### config.mk
export PLATFORM = sky130hd
export DESIGN_NAME = evt_timer8
export DESIGN_NICKNAME = d
export VERILOG_FILES = /design/src/rtl/evt_timer8_pkg.sv /design/src/rtl/evt_timer8_prescaler.sv /design/src/rtl/evt_timer8_pin_sync.sv /design/src/rtl/evt_timer8_core.sv /design/src/rtl/evt_timer8.sv
export SDC_FILE = /design/constraint.sdc
export NUM_CORES = 1
export LEC_CHECK = 0
export ABC_AREA = 0
export BUFFER_PORTS_ARGS = -buffer_cell sky130_fd_sc_hd__clkbuf_2
export CAP_MARGIN = 40
export CORE_UTILIZATION = 50
export CTS_CLUSTER_DIAMETER = 150
export DETAILED_ROUTE_END_ITERATION = 12
export GPL_TIMING_DRIVEN = 0
export PLACE_DENSITY = 0.7
export SYNTH_ARGS = -nofsm -noshare
export SYNTH_HDL_FRONTEND = slang
export SYNTH_SLANG_ARGS = --single-unit
### constraint.sdc
create_clock -name clk -period 2.12 [get_ports clk]
set_clock_uncertainty 0.15 [all_clocks]
set_input_delay 0.106 -clock clk [delete_from_list [all_inputs] [get_ports clk]]
set_output_delay 0.106 -clock clk [all_outputs]
set_load 0.01 [all_outputs]
### src/rtl/evt_timer8_pkg.sv
package evt_timer8_pkg;

  typedef enum logic [1:0] {
    MODE_IDLE  = 2'b00,
    MODE_EVENT = 2'b01,
    MODE_TIMER = 2'b10,
    MODE_PULSE = 2'b11
  } tmode_e;

  localparam int SEL_W  = 3;
  localparam int ADDR_W = 2;

  localparam logic [ADDR_W-1:0] ADDR_DATA = 2'd0;
  localparam logic [ADDR_W-1:0] ADDR_CTRL = 2'd1;
  localparam logic [ADDR_W-1:0] ADDR_STAT = 2'd2;

  // control byte: [7] output enable, [6:5] mode, [4] run, [3] edge, [2:0] prescale
  typedef struct packed {
    logic             oe;
    tmode_e           mode;
    logic             run;
    logic             edge_hi;
    logic [SEL_W-1:0] psel;
  } ctrl_t;

endpackage

### src/rtl/evt_timer8_prescaler.sv
module evt_timer8_prescaler
  import evt_timer8_pkg::*;
#(
  parameter int PS_SEL_W = SEL_W
) (
  input  logic                clk,
  input  logic                rst,
  input  logic                sys_tick_i,
  input  logic [PS_SEL_W-1:0] sel_i,
  output logic                tick_o
);
  localparam int DIV_W = (1 << PS_SEL_W) - 1;
  localparam logic [DIV_W-1:0] DIV_ONE  = 1;
  localparam logic [DIV_W:0]   MASK_ONE = 1;

  logic [DIV_W-1:0] div_q;
  logic [DIV_W:0]   span;
  logic [DIV_W-1:0] mask;

  always_ff @(posedge clk) begin
    if (rst)             div_q <= '0;
    else if (sys_tick_i) div_q <= div_q + DIV_ONE;
  end

  always_comb begin
    span   = (MASK_ONE << sel_i) - MASK_ONE;
    mask   = span[DIV_W-1:0];
    tick_o = sys_tick_i & (&(div_q | ~mask));
  end

  // a divided tick is never followed at once by another unless division is 1
  presc_gap_chk: assert property (@(posedge clk) disable iff (rst)
    (tick_o && sel_i != '0) |=> (!tick_o || sel_i == '0));

endmodule

### src/rtl/evt_timer8_pin_sync.sv
module evt_timer8_pin_sync #(
  parameter int STAGES = 2
) (
  input  logic clk,
  input  logic rst,
  input  logic pin_i,
  output logic level_o,
  output logic rise_o,
  output logic fall_o
);
  logic [STAGES-1:0] sync_q;
  logic              prev_q;

  always_ff @(posedge clk) begin
    if (rst) begin
      sync_q <= '0;
      prev_q <= 1'b0;
    end else begin
      sync_q <= {sync_q[STAGES-2:0], pin_i};
      prev_q <= sync_q[STAGES-1];
    end
  end

  assign level_o = sync_q[STAGES-1];
  assign rise_o  = level_o & ~prev_q;
  assign fall_o  = ~level_o & prev_q;

  // one pin transition yields a single-cycle edge pulse
  edge_single_chk: assert property (@(posedge clk) disable iff (rst)
    rise_o |=> !rise_o);

endmodule

### src/rtl/evt_timer8_core.sv
module evt_timer8_core
  import evt_timer8_pkg::*;
#(
  parameter int CNT_W = 8
) (
  input  logic             clk,
  input  logic             rst,
  input  logic             run_i,
  input  tmode_e           mode_i,
  input  logic             edge_hi_i,
  input  logic             ptick_i,
  input  logic             level_i,
  input  logic             rise_i,
  input  logic             fall_i,
  input  logic             hold_i,
  input  logic             load_i,
  input  logic [CNT_W-1:0] load_val_i,
  input  logic [CNT_W-1:0] preload_i,
  output logic [CNT_W-1:0] cnt_o,
  output logic             ovf_o,
  output logic             pw_done_o
);
  localparam logic [CNT_W-1:0] CNT_MAX = '1;
  localparam logic [CNT_W-1:0] CNT_ONE = 1;

  logic [CNT_W-1:0] cnt_q;
  logic             meas_q;
  logic             act_lvl, start_edge, end_edge;
  logic             pw_on, pw_start, pw_end;
  logic             evt, inc;

  always_comb begin
    act_lvl    = edge_hi_i ? level_i : ~level_i;
    start_edge = edge_hi_i ? rise_i : fall_i;
    end_edge   = edge_hi_i ? fall_i : rise_i;
    pw_on      = run_i && (mode_i == MODE_PULSE);
    pw_start   = pw_on && !meas_q && start_edge;
    pw_end     = pw_on && meas_q && end_edge;
    unique case (mode_i)
      MODE_EVENT: evt = start_edge;
      MODE_TIMER: evt = ptick_i;
      MODE_PULSE: evt = ptick_i && act_lvl && (meas_q || pw_start);
      default:    evt = 1'b0;
    endcase
    inc   = run_i && !hold_i && evt;
    ovf_o = inc && (cnt_q == CNT_MAX);
  end

  always_ff @(posedge clk) begin
    if (rst) begin
      cnt_q  <= '0;
      meas_q <= 1'b0;
    end else begin
      if (load_i)     cnt_q <= load_val_i;
      else if (ovf_o) cnt_q <= preload_i;
      else if (inc)   cnt_q <= cnt_q + CNT_ONE;

      if (!pw_on)        meas_q <= 1'b0;
      else if (pw_start) meas_q <= 1'b1;
      else if (pw_end)   meas_q <= 1'b0;
    end
  end

  assign cnt_o     = cnt_q;
  assign pw_done_o = pw_end;


  reload_chk: assert property (@(posedge clk) disable iff (rst)
    ovf_o |=> cnt_q == $past(preload_i));


  read_hold_chk: assert property (@(posedge clk) disable iff (rst)
    (hold_i && !load_i) |=> cnt_q == $past(cnt_q));


  idle_mode_chk: assert property (@(posedge clk) disable iff (rst)
    (mode_i == MODE_IDLE && !load_i) |=> cnt_q == $past(cnt_q));

endmodule

### src/rtl/evt_timer8.sv
module evt_timer8
  import evt_timer8_pkg::*;
#(
  parameter int CNT_W       = 8,
  parameter int SYNC_STAGES = 2
) (
  input  logic              clk,
  input  logic              rst,
  input  logic              sys_tick_i,
  input  logic [ADDR_W-1:0] reg_addr_i,
  input  logic              reg_wr_i,
  input  logic              reg_rd_i,
  input  logic [CNT_W-1:0]  reg_wdata_i,
  output logic [CNT_W-1:0]  reg_rdata_o,
  input  logic              ext_pin_i,
  output logic              irq_o,
  output logic              pfd_o
);
  localparam int CTRL_W = $bits(ctrl_t);

  ctrl_t            ctrl_q;
  logic [CNT_W-1:0] preload_q;
  logic             flag_q, ien_q, pfd_q;
  logic             data_wr, ctrl_wr, stat_wr, data_rd;
  logic             ptick, level, rise, fall;
  logic [CNT_W-1:0] cnt;
  logic             ovf, pw_done;
  logic [CNT_W-1:0] rd_mux;

  assign data_wr = reg_wr_i && (reg_addr_i == ADDR_DATA);
  assign ctrl_wr = reg_wr_i && (reg_addr_i == ADDR_CTRL);
  assign stat_wr = reg_wr_i && (reg_addr_i == ADDR_STAT);
  assign data_rd = reg_rd_i && (reg_addr_i == ADDR_DATA);

  evt_timer8_prescaler #(.PS_SEL_W(SEL_W)) u_presc (
    .clk(clk), .rst(rst), .sys_tick_i(sys_tick_i),
    .sel_i(ctrl_q.psel), .tick_o(ptick)
  );

  evt_timer8_pin_sync #(.STAGES(SYNC_STAGES)) u_sync (
    .clk(clk), .rst(rst), .pin_i(ext_pin_i),
    .level_o(level), .rise_o(rise), .fall_o(fall)
  );

  evt_timer8_core #(.CNT_W(CNT_W)) u_core (
    .clk(clk), .rst(rst),
    .run_i(ctrl_q.run), .mode_i(ctrl_q.mode), .edge_hi_i(ctrl_q.edge_hi),
    .ptick_i(ptick), .level_i(level), .rise_i(rise), .fall_i(fall),
    .hold_i(data_rd), .load_i(data_wr && !ctrl_q.run),
    .load_val_i(reg_wdata_i), .preload_i(preload_q),
    .cnt_o(cnt), .ovf_o(ovf), .pw_done_o(pw_done)
  );

  always_ff @(posedge clk) begin
    if (rst) begin
      ctrl_q    <= '0;
      preload_q <= '0;
      flag_q    <= 1'b0;
      ien_q     <= 1'b0;
      pfd_q     <= 1'b0;
    end else begin
      if (data_wr) preload_q <= reg_wdata_i;

      if (ctrl_wr)      ctrl_q     <= ctrl_t'(reg_wdata_i[CTRL_W-1:0]);
      else if (pw_done) ctrl_q.run <= 1'b0;

      if (ovf)                            flag_q <= 1'b1;
      else if (stat_wr && !reg_wdata_i[0]) flag_q <= 1'b0;
      if (stat_wr) ien_q <= reg_wdata_i[1];

      if (ovf) pfd_q <= ~pfd_q;
    end
  end

  always_comb begin
    rd_mux = '0;
    unique case (reg_addr_i)
      ADDR_DATA: rd_mux = cnt;
      ADDR_CTRL: rd_mux[CTRL_W-1:0] = ctrl_q;
      ADDR_STAT: rd_mux[1:0] = {ien_q, flag_q};
      default:   rd_mux = '0;
    endcase
  end

  always_ff @(posedge clk) begin
    if (rst)           reg_rdata_o <= '0;
    else if (reg_rd_i) reg_rdata_o <= rd_mux;
  end

  assign irq_o = flag_q & ien_q;
  assign pfd_o = pfd_q & ctrl_q.oe;


  pw_autoclear_chk: assert property (@(posedge clk) disable iff (rst)
    (pw_done && !ctrl_wr) |=> !ctrl_q.run);


  flag_sticky_chk: assert property (@(posedge clk) disable iff (rst)
    (flag_q && !(stat_wr && !reg_wdata_i[0])) |=> flag_q);


  stopped_load_chk: assert property (@(posedge clk) disable iff (rst)
    (data_wr && !ctrl_q.run) |=> cnt == $past(reg_wdata_i));


  run_hold_chk: assert property (@(posedge clk) disable iff (rst)
    (ctrl_q.run && ctrl_q.mode != MODE_PULSE && !ctrl_wr) |=> ctrl_q.run);

endmodule

* After elaboration in Yosys (flattened, before gate mapping)
Index checks and enable logic that the tools add are counted.
** Storage, ports and cells
- Register bits after elaboration :: 46
- Bits in latches :: 0
- Memory bits (writable) :: 0
- Bits in read-only memories :: 0
- Bits of input ports :: 16
- Memories kept :: 0
** Cells by class
- Add/subtract/negate cells :: 3
- Multipliers :: 0
- Div/mod/pow operators :: 0
- Order comparisons :: 0
- Eq/ne operators :: 6
- Shift operators :: 1
- Multiplexer cells :: 14
- Bitwise logic cells :: 11
- Reductions and logical operators :: 28
** Operator list (count)
- 2-to-1 mux 8 bit :: 3
- logical AND 1 bit :: 16
- case mux 6 bit (2 select lines) :: 1
- adder 8 x 1 -> 8 bit, second input constant :: 1
- equality test 8 bit, second input constant :: 1
- 2-to-1 mux 1 bit :: 8
- adder 7 x 1 -> 7 bit, second input constant :: 1
- NOT 7 bit :: 1
- OR 7 bit :: 1
- AND reduction 7 bit :: 1
- left shift 1 x 3 -> 7 bit, first input constant :: 1
- subtractor 7 x 1 -> 7 bit, second input constant :: 1
- equality test 2 bit, second input constant :: 3
- case mux 2 bit (3 select lines) :: 1
- nonzero test 2 bit :: 3
- bitwise AND 1 bit :: 5
- equality test 2 x 1 -> 1 bit, second input constant :: 2
- zero test 1 bit :: 4
- NOT 1 bit :: 4
- case mux 1 bit (3 select lines) :: 1
- nonzero test 3 bit :: 1
- zero test 2 bit :: 1
- OR reduction 2 bit :: 1
- logical OR 1 bit :: 1

* Depth between registers and ports, before layout
- Depth in word-level cells :: 13
- Depth in mapped cells :: 7
- Gate-level depth less buffers :: 7

* Cells and area by module
A second synthesis with hierarchy kept.
** Unflattened totals
- Cell total of the unflattened synthesis :: 266
- Area total of the unflattened synthesis :: 2347.3 um2
** By module, submodules not included
- evt_timer8 :: times used 1, cells an instance 117, area each 1147.4 um2
- evt_timer8_core :: times used 1, cells an instance 102, area each 774.5 um2
- evt_timer8_prescaler :: times used 1, cells an instance 39, area each 334.1 um2
- evt_timer8_pin_sync :: times used 1, cells an instance 8, area each 91.3 um2

* Least setup slack after synthesis
OpenSTA, ideal clock, no wires.
- Path kind :: register to register
- Start :: reg u_core.cnt_q[0], in the netlist u_core.cnt_o[0]
- End :: reg u_core.cnt_q[1], in the netlist u_core.cnt_o[1]
- Setup time :: 122 ps
- Arrival time :: 1670 ps
- Required time :: 1848 ps
- Slack :: 178 ps
- Stages on the path, launching flop included :: 7
- Buffers on the path :: 0
- Cells stage by stage :: dfxtp_1 -> ha_1 -> nand2_1 -> nor2_2 -> nand3_1 -> mux2_2 -> a221o_1
** Between the ends
- Cells in the longest elaborated chain, start to end :: 4
- Elaborated cells between the ends (all ways) :: 7
- Classes of those cells :: 1 x add/sub; 1 x eq/ne; 3 x mux; 2 x reduce/logical
** RTL lines
- start, declared :: RTL line evt_timer8_core.sv:26 : logic [CNT_W-1:0] cnt_q;
- start signal, assigned :: RTL line evt_timer8_core.sv:54 : if (load_i) cnt_q <= load_val_i;
- start signal, assigned :: RTL line evt_timer8_core.sv:55 : else if (ovf_o) cnt_q <= preload_i;
- start signal, assigned :: RTL line evt_timer8_core.sv:56 : else if (inc) cnt_q <= cnt_q + CNT_ONE;
- adder 8 x 1 -> 8 bit or equality test 8 bit (tied branches) :: RTL line evt_timer8_core.sv:56, evt_timer8_core.sv:46
- 2-to-1 mux 8 bit or logical AND 1 bit (tied branches) :: RTL line evt_timer8_core.sv:56, evt_timer8_core.sv:46
- 2-to-1 mux 8 bit :: RTL line evt_timer8_core.sv:55
- 2-to-1 mux 8 bit :: RTL line evt_timer8_core.sv:54
Parallel ways exist; a longest one is shown, timed or not. The select of a mux whose other input is x is not followed.
A chain may end at the register's enable or synchronous reset.

* Final worst setup path
- Start :: reg ctrl_q[3] in the netlist's numbering
- End :: reg u_core.cnt_q[1], in the netlist u_core.cnt_o[1]
** Between the ends
- Cells in the longest elaborated chain, start to end :: 9
- Elaborated cells between the ends (all ways) :: 12
- Classes of those cells :: 5 x mux; 7 x reduce/logical
** RTL lines
- start, declared :: RTL line evt_timer8.sv:21 : ctrl_t ctrl_q;
- start signal, assigned :: RTL line evt_timer8.sv:64 : if (ctrl_wr) ctrl_q <= ctrl_t'(reg_wdata_i[CTRL_W-1:0]);
- 2-to-1 mux 1 bit :: RTL line evt_timer8_core.sv:34 : start_edge = edge_hi_i ? rise_i : fall_i;
- logical AND 1 bit :: RTL line evt_timer8_core.sv:37 : pw_start = pw_on && !meas_q && start_edge;
- logical OR 1 bit :: RTL line evt_timer8_core.sv:42 : MODE_PULSE: evt = ptick_i && act_lvl && (meas_q || pw_start);
- logical AND 1 bit :: RTL line evt_timer8_core.sv:42
- case mux 1 bit (3 select lines) (*) :: RTL line evt_timer8_core.sv:39 : unique case (mode_i)
- logical AND 1 bit (*) :: RTL line evt_timer8_core.sv:45 : inc = run_i && !hold_i && evt;
- logical AND 1 bit :: RTL line evt_timer8_core.sv:46 : ovf_o = inc && (cnt_q == CNT_MAX);
- 2-to-1 mux 8 bit :: RTL line evt_timer8_core.sv:55
- 2-to-1 mux 8 bit :: RTL line evt_timer8_core.sv:54
Every way passes the cells marked *; elsewhere a longest branch is shown, timed or not.

==> reports/qor.yml <==
clock_network:
  cts-htree-levels: 2
  cts_sinks: 46
  clk_path_buf_depth: 2
  cts_root_buf: "clkbuf_8"
  cts_tree: "built"
  cts.clk_slew.worst_paths_ns: 0.08
  cts_buffers: 5
  clk_latency_ns: 0.30
cells_and_area:
  seq_area_um2: 927
  final_core_util_pct: 61.3
  syn2layout_area_growth_pct: 18.4
  final_common_cell: "dfxtp_1"
  nFillCells: 390
  final_cell_mix: "dfxtp_1, nor2_1, a21oi_1, nand2_1, clkbuf_2"
  layout.nets: 332
  multi_input_area_mm2: 0.00129
  drive_above_1_share_pct: 17.2
  design_area_mm2: 0.00267
  diodes: 0
  instances_no_fill: 366
status:
  outcome: "completed"
pwr:
  power.leakage_nw: 1.03
  pwr-share-comb_pct: 11.2
  p_int_mw: 1.20
  switchingPower_uw: 419
  clockPowerShare_pct: 31.8
  switching_share_pct: 26.0
  power_mw: 1.61
  seqPwrFrac_pct: 56.9
  ir_drop_v: 0.000404
  power_density_mw_per_mm2: 605
die:
  rows: 24
  coreArea_mm2: 0.00435
  io_pins: 26
  die_w_um: 69.2
  initial_core_util_pct: 51.8
  die_area_mm2: 0.00478
  die_h_um: 69.2
drt:
  drt_first_pass_iters: 6
  top_layer: "met4"
  drt-total-wl_um: 5290
  routedWlPerCell_um: 14.4
  drcViolationCount: 0
  wl_met1_um: 2620
  route.vias.total: 2012
  drtIter0Drc: 134
  ant_nets: 0
  wl_met3_um: 173
  viasPerCell: 5.50
  dr_wl_met2_um: 2430
synth:
  ys.flop_type: "dfxtp_1"
  synth_nets: 290
  syn_inst: 272
  ys_ff_latch: 46
  avgSynthCellArea_um2: 8.29
  synth-edff-count: 0
  netlist_area_mm2: 0.00226
  ys_types: 40
  synth_warnings: 0
  yosysSeqAreaShare_pct: 40.8
  async_flop_share_pct: 0
setup_path:
  startpoint_type: "flop"
  rrSetupSlack_ns: 0.05
  critical-path-max-stage-delay_ns: 0.39
  path_cells: "buf_6 > nor3b_4 > o21ai_1 > a221o_1 > o21ai_2 > a21oi_2 > a221o_1"
  crit_arrival_ns: 2.11
  crit_end: "u_core.cnt_o[1]$_SDFFE_PP0P_"
  critPathTopFamily: "compound AO/OA/AOI/OAI gates"
  path_common_cell: "a221o_1"
  required_ns: 2.16
  reg2reg_to: "u_core.cnt_o[1]$_SDFFE_PP0P_"
  crit_slowest_cell: "a221o_1"
  worst-path-stages: 7
  cp.buffers_inverters: 1
  crit_type: "reg2reg"
  end_kind: "flop"
  startpoint: "ctrl_q[3]$_SDFFE_PP0P_"
  reg2reg_depth: 7
  r2r-start: "ctrl_q[3]$_SDFFE_PP0P_"
  path_max_fanout: 8
timing:
  slew_viol_final: 0
  maxSlewHeadroom_pct: 60.1
  fin_crit_ns: 2.07
  rsz0062_at_grt: "true"
  hold_ws_ns: 0.0907
  fmax_mhz: 483
  tightest_slew_ns: 0.599
  hold_viol: 0
  finalSetupViolCount: 0
  period_share_pct: 97.7
  setup_ws_ns: 0.0482
  tns_ns: 0
global_routing:
  overflow: 0
  grt_max_degree: 14
  grt_pass1_vias: 1908
  grt_antenna_before_repair: 0
  grt_pass1_wl_um: 8960
  grt_usage_pct: 23.5
hold_path:
  worstHoldPathCells: 3
  min_path_type: "in2reg"
place:
  hpwlAfterDp_um: 3780
  port_buffers: 23
  dpl_cell_area_mm2: 0.00244
  place_inst: 347
  globalplace.congestion: 0.800
  dp_slack_ns: -0.0685
job:
  drv_cap: 0
## power by group through the flow
stage	Clock, mW	Combinational [mW]	Sequential, mW
2_1_floorplan	0	0.108	0.932
3_3_place_gp	0	0.157	0.936
3_5_place_dp	0	0.160	0.938
4_1_cts	0.523	0.177	0.918
5_1_grt	0.559	0.202	0.924
6_report	0.514	0.181	0.919
## what timing repair did
item                                   in CTS  in global routing
hold buffers                               10                  0
pin swaps                                   0                  8
setup endpoints to repair                   7                  8
endpoints found under the hold margin      20                  0
resized for setup                           3                  9
cloned                                      0                  0
buffers inserted                            0                  2
## sequential cells by signal (all words and copies together) (netlist names)
signal and flops:
ien_q 1, u_sync.prev_q 1, u_presc.div_q 7, u_core.meas_q 1, u_sync.sync_q 2, u_core.cnt_o 8
ctrl_q 8, reg_rdata_o 8, flag_q 1, preload_q 8, pfd_q 1
## synthesized netlist by cell type, types with 5 or more instances
cell type	count	share of area [%]
mux2i_1	11	4.9
nand2_1	23	3.8
and2_1	10	2.8
nand3_1	16	3.5
a221o_1	8	3.5
inv_1	5	0.83
clkbuf_1	8	1.3
dfxtp_1	46	41
mux2_2	7	3.5
o21ai_0	8	1.8
a21oi_1	28	6.2
xnor2_1	5	1.9
nor2_1	40	6.7
nor2b_1	13	3.6
## per-layer routing
metal	global-route usage (%)	up-vias
met5	0	-
met4	6.80	0
met3	4.94	6
met2	37.6	35
met1	31.8	939
li1	-	1032
## logic make-up after synthesis
| family | after synthesis | synth area share, % |
|---|---|---|
| AO/OA/AOI/OAI | 61 | 17.3 |
| XOR/XNOR | 9 | 3.49 |
| adder cells (fa/ha/maj) | 2 | 1.11 |
| buffers and inverters | 19 | 3.27 |
| flip-flops | 46 | 40.8 |
| multiplexers | 18 | 8.38 |
| AND/OR/NAND/NOR | 117 | 25.6 |
## worst min-delay path, delay by kind of cell
family | cells | cell delay, ns
buffers and inverters | 1 | 0.17
multiplexers | 1 | 0.16
AND/OR/NAND/NOR | 1 | 0.07
## how the worst min path moves through the flow
| stage | endpoint | startpoint |
|---|---|---|
| global placement | u_sync.sync_q[0]$_SDFF_PP0_ | ext_pin_i |
| detailed placement | u_sync.sync_q[0]$_SDFF_PP0_ | ext_pin_i |
| finish | u_presc.div_q[1]$_SDFFE_PP0P_ | sys_tick_i |
| CTS | u_presc.div_q[0]$_SDFFE_PP0P_ | sys_tick_i |
| floorplan | u_core.meas_q$_SDFFE_PP0P_ | rst |
| global route | u_presc.div_q[1]$_SDFFE_PP0P_ | sys_tick_i |
## layout make-up
class	instances	area share, %
clock inverters	2	0.375
well taps	52	2.44
repair buffers	35	8.62
multi-input cells	207	48.3
flip-flops and latches	46	34.7
clock buffers	5	2.58
plain buffers	14	2.30
inverters	5	0.703
(Power assumes the default switching activity.)
